File: config.mk
export PLATFORM = sky130hd
export DESIGN_NAME = mbox_unit
export DESIGN_NICKNAME = d
export VERILOG_FILES = /design/src/rtl/mbox_unit.sv
export SDC_FILE = /design/constraint.sdc
export NUM_CORES = 1
export LEC_CHECK = 0
export ABC_AREA = 1
export BUFFER_PORTS_ARGS = -buffer_cell sky130_fd_sc_hd__buf_2
export CAP_MARGIN = 30
export CORE_UTILIZATION = 40
export DETAILED_ROUTE_END_ITERATION = 8
export PLACE_DENSITY_LB_ADDON = 0.2
export SLEW_MARGIN = 20
export SYNTH_ARGS = -nofsm -noshare
export SYNTH_HDL_FRONTEND = slang
export SYNTH_SLANG_ARGS = --single-unit
File: constraint.sdc
create_clock -name clk -period 7.2 [get_ports clk]
set_input_delay 1.44 -clock clk [delete_from_list [all_inputs] [get_ports clk]]
set_output_delay 1.44 -clock clk [all_outputs]
set_load 0.02 [all_outputs]
File: src/rtl/mbox_unit.sv
module mbox_unit #(
  parameter int DW       = 32,
  parameter int IN_DEPTH = 4
) (
  input  logic          clk,
  input  logic          rst_n,
  input  logic          cp_we,
  input  logic          cp_re,
  input  logic [1:0]    cp_addr,
  input  logic [DW-1:0] cp_wdata,
  output logic [DW-1:0] cp_rdata,
  output logic          cp_irq,
  input  logic          co_req,
  input  logic          co_we,
  input  logic [1:0]    co_chan,
  input  logic [DW-1:0] co_wdata,
  output logic [DW-1:0] co_rdata,
  output logic          co_ack
);
  localparam int PW = $clog2(IN_DEPTH);
  localparam int CW = $clog2(IN_DEPTH + 1);

  logic          ob_v, oi_v;
  logic [DW-1:0] ob_d, oi_d;
  logic [DW-1:0] mem [IN_DEPTH];
  logic [PW-1:0] wp, rp;
  logic [CW-1:0] cnt;
  logic [DW-1:0] status;

  assign co_ack = co_req && (co_we ? ((co_chan == 2'd0 && !ob_v) || (co_chan == 2'd1 && !oi_v))
                                   : (co_chan == 2'd2 && cnt != '0));

  wire ob_wr   = co_ack && co_we && co_chan == 2'd0;
  wire oi_wr   = co_ack && co_we && co_chan == 2'd1;
  wire in_pop  = co_ack && !co_we;
  wire ob_rd   = cp_re && cp_addr == 2'd1;
  wire oi_rd   = cp_re && cp_addr == 2'd2;
  wire in_push = cp_we && cp_addr == 2'd0;
  wire irq_clr = oi_rd || (cp_we && cp_addr == 2'd3 && cp_wdata[0]);
  wire in_full = cnt == CW'(IN_DEPTH);
  wire in_ovw  = in_push && in_full && !in_pop;
  wire in_new  = in_push && !in_ovw;

  assign co_rdata = mem[rp];

  always_comb begin
    status = '0;
    status[0] = ob_v;
    status[8] = oi_v;
    status[16 +: CW] = CW'(IN_DEPTH) - cnt;
    status[24] = cp_irq;
  end

  always_comb begin
    case (cp_addr)
      2'd1:    cp_rdata = ob_v ? ob_d : '0;
      2'd2:    cp_rdata = oi_v ? oi_d : '0;
      2'd3:    cp_rdata = status;
      default: cp_rdata = '0;
    endcase
  end

  always_ff @(posedge clk) begin
    if (!rst_n) begin
      ob_v   <= 1'b0;
      oi_v   <= 1'b0;
      cp_irq <= 1'b0;
    end else begin
      if (ob_wr) ob_v <= 1'b1;
      else if (ob_rd) ob_v <= 1'b0;
      if (oi_wr) oi_v <= 1'b1;
      else if (oi_rd) oi_v <= 1'b0;
      if (oi_wr) cp_irq <= 1'b1;
      else if (irq_clr) cp_irq <= 1'b0;
    end
  end

  always_ff @(posedge clk) begin
    if (ob_wr) ob_d <= co_wdata;
    if (oi_wr) oi_d <= co_wdata;
    if (in_ovw) mem[PW'(wp - 1'b1)] <= cp_wdata;
    else if (in_new) mem[wp] <= cp_wdata;
  end

  always_ff @(posedge clk) begin
    if (!rst_n) begin
      wp  <= '0;
      rp  <= '0;
      cnt <= '0;
    end else begin
      if (in_new) wp <= wp + 1'b1;
      if (in_pop) rp <= rp + 1'b1;
      cnt <= cnt + CW'(in_new) - CW'(in_pop);
    end
  end
endmodule

==> run_results.csv <==
group,metric,value,unit
sta,setup-violations-final,0,
yosys,synth_nets,606,
place,port_buffers,139,
run,drv_cap,0,
floorplanning,dieArea,19800,um2
sta,grt_setup_unrepaired,"false",
cells_and_area,utilization,50.4,%
floorplanning,io_pins,140,
cells_and_area,fin_cells,926,
sta,tns,0,ns
yosys,syn_inst,527,
setup_path,cp-endpoint,"cp_rdata[5]",
sta,slew_headroom,54.5,%
clocking,ctsHoldBuffers,0,
place,dp_slack,3.02,ns
drt,routed_wl,16.8,mm
yosys,yosys-top-cells-count,"edfxtp_1 (192), nor2_1 (71), o21ai_0 (62)",
floorplanning,start_util,41.1,%
clocking,cts_resized,0,
setup_path,cp_max_fo,12,
yosys,ys.flop_type,"edfxtp_1",
sta,slew_viol_final,0,
setup_path,crit_path_start_kind,"primary input",
sta,finalCritPeriodShare,57.8,%
power,p_leak,3.54,nW
yosys,synth_edf_count,192,
clocking,htree_num_levels,1,
yosys,yosys-top-cells-area,"edfxtp_1 (75%), o21ai_0 (4.0%), nor2_1 (3.5%)",
yosys,avgSynthCellArea,14.6,um2
setup_path,reg2reg_to,"mem[1][1]$_DFFE_PP_",
grt,antenna_found_initial,4,
setup_path,r2r_cells,13,
yosys,async_reset_ff_share,0,%
status,outcome,"completed",
yosys,synth.distinct_cells,28,
place,dp.cells,887,
drt,drc_errors,0,
yosys,yosysMostFrequentCell,"edfxtp_1",
drt,wl_per_cell,18.2,um
clocking,cts.sinks,204,
drt,vias,4826,
yosys,seq_area_frac_synth,77.9,%
clocking,insertion_delay,0.49,ns
floorplanning,row_count,50,
power,totalPowerFinal,2.48,mW
clocking,cts_setup_buffers,0,
clocking,path_clk_slew,0.06,ns
grt,grt.met1_usage,20.4,%
clocking,clock_tree.buffer_depth,3,
setup_path,critPathRequiredTime,5.76,ns
grt,met2_usage,30.3,%
power,powerDensity,262,nW/um2
sta,fin_hold_ws,0.487,ns
drt,drt-pass1-iter-count,6,
setup_path,rr_startpoint,"cnt[1]$_SDFF_PN0_",
sta,fin_crit,4.16,ns
grt,track_usage,17.1,%
sta,worst_pin_slew,0.683,ns
clocking,cts_buffers,22,
yosys,synth_top_area_share,74.8,%
cells_and_area,antennaDiodeCount,0,
sta,finalClockSkew,0.0126,ns
floorplanning,core,18800,um2
grt,grt_first_pass_wirelength,26.4,mm
cells_and_area,syn2layout_area_growth,22.7,%
setup_path,cp-end-kind,"output pin",
setup_path,r2r_slack,4.38,ns
cells_and_area,nets,756,
cells_and_area,fin_area,9460,um2
grt,grt_pass1_vias,5113,
yosys,syn_area,7700,um2
sta,hold_viol_final,0,
floorplanning,fp.dieH,141,um
grt,grt.met3_usage,4.93,%
grt,grt.overflow.total,0,
yosys,ys_warn_count,0,
floorplanning,die_w,141,um
clocking,cts_tree,"done",
yosys,ys_seq_elements,204,
grt,grt_max_degree,66,
setup_path,startpoint,"cp_addr[1]",
place,place_area,8810,um2
sta,clock.fmax,240,MHz
power,ir_drop,0.169,mV
drt,detail_route.vias_per_cell,5.21,
clocking,root_buffer,"clkbuf_16",
place,gp_congestion,0.815,
drt,antenna_left,0,
place,dp_hpwl,10.4,mm
worst_hold_path,hold_path_class,"reg -> reg",
cells_and_area,drive_gt1_share,29.0,%
setup_path,critPathArrivalTime,2.72,ns
sta,fin_ws,3.04,ns
drt,drt-initial-drc-count,251,
setup_path,path_class,"in -> out",
yosys,yosysTopAreaCell,"edfxtp_1",
grt,busiest_layer,"met2",
-- placed cells by master, fill, tap and decap left out, types with 5 or more instances in the layout --
master,netlist,final
o22ai_1,32,32
nand3_1,16,16
edfxtp_1,192,192
inv_2,5,6
buf_4,0,5
inv_1,20,19
nor2_1,71,66
nand2_1,29,29
dfxtp_1,12,11
o21ai_1,6,6
clkbuf_16,0,23
o21ai_0,62,62
buf_2,10,139
clkbuf_1,14,6
a21oi_1,8,8
clkinv_1,0,5
a22o_1,26,26
-- flip-flops by register name, indices dropped and copies added (netlist names), named ones only --
| signal | flops |
|---|---|
| cnt | 3 |
| cp_irq | 1 |
| mem | 128 |
| ob_d | 32 |
| ob_v | 1 |
| oi_d | 32 |
| oi_v | 1 |
| rp | 2 |
| wp | 2 |
-- kinds of logic after synthesis --
logic type      Yosys count  synth area share (%)
simple gates            125                  6.98
flops                   204                  77.9
xor+xnor                  3                 0.341
fa+ha+maj                 5                 0.909
buf+inv                  51                  2.83
compound gates          139                  11.0
-- final cells by class --
class	instances	area, um2
Clock inverter	10	47.5
Multi-Input combinational cell	272	1520
Fill cell	1619	9310
Tap cell	234	293
Timing Repair Buffer	151	878
Inverter	26	111
Clock buffer	29	598
Sequential cell	204	6010
-- metal layers --
layer	routed length (um)	vias to the layer above
li1	-	2280
met1	7040	2378
met2	8340	136
met3	1080	28
met4	332	4
met5	20	-
-- power breakdown --
| group | leakage (nW) | internal (mW) | total (mW) | switching, mW |
|---|---|---|---|---|
| registers | 1.83 | 1.32 | 1.33 | 0.00675 |
| logic | 1.39 | 0.0492 | 0.143 | 0.0938 |
| clock network | 0.318 | 0.582 | 1.01 | 0.429 |
-- critical path: stages --
cell and delay [ns]:
buf_2 0.14, nor3_4 0.41, buf_6 0.22, buf_6 0.17
a22o_1 0.16, buf_2 0.17
-- worst min path at each step --
| stage | depth (start not counted) | from | to |
|---|---|---|---|
| 6_report | 2 | ob_v$_SDFFE_PN0P_ | ob_v$_SDFFE_PN0P_ |
| 5_1_grt | 2 | ob_v$_SDFFE_PN0P_ | ob_v$_SDFFE_PN0P_ |
| 4_1_cts | 2 | ob_v$_SDFFE_PN0P_ | ob_v$_SDFFE_PN0P_ |
| 3_5_place_dp | 2 | ob_v$_SDFFE_PN0P_ | ob_v$_SDFFE_PN0P_ |
| 3_3_place_gp | 1 | rp[0]$_SDFFE_PN0N_ | rp[0]$_SDFFE_PN0N_ |
| 2_1_floorplan | 2 | oi_v$_SDFFE_PN0P_ | oi_v$_SDFFE_PN0P_ |
Note: power is estimated with default switching activity, not from simulation.
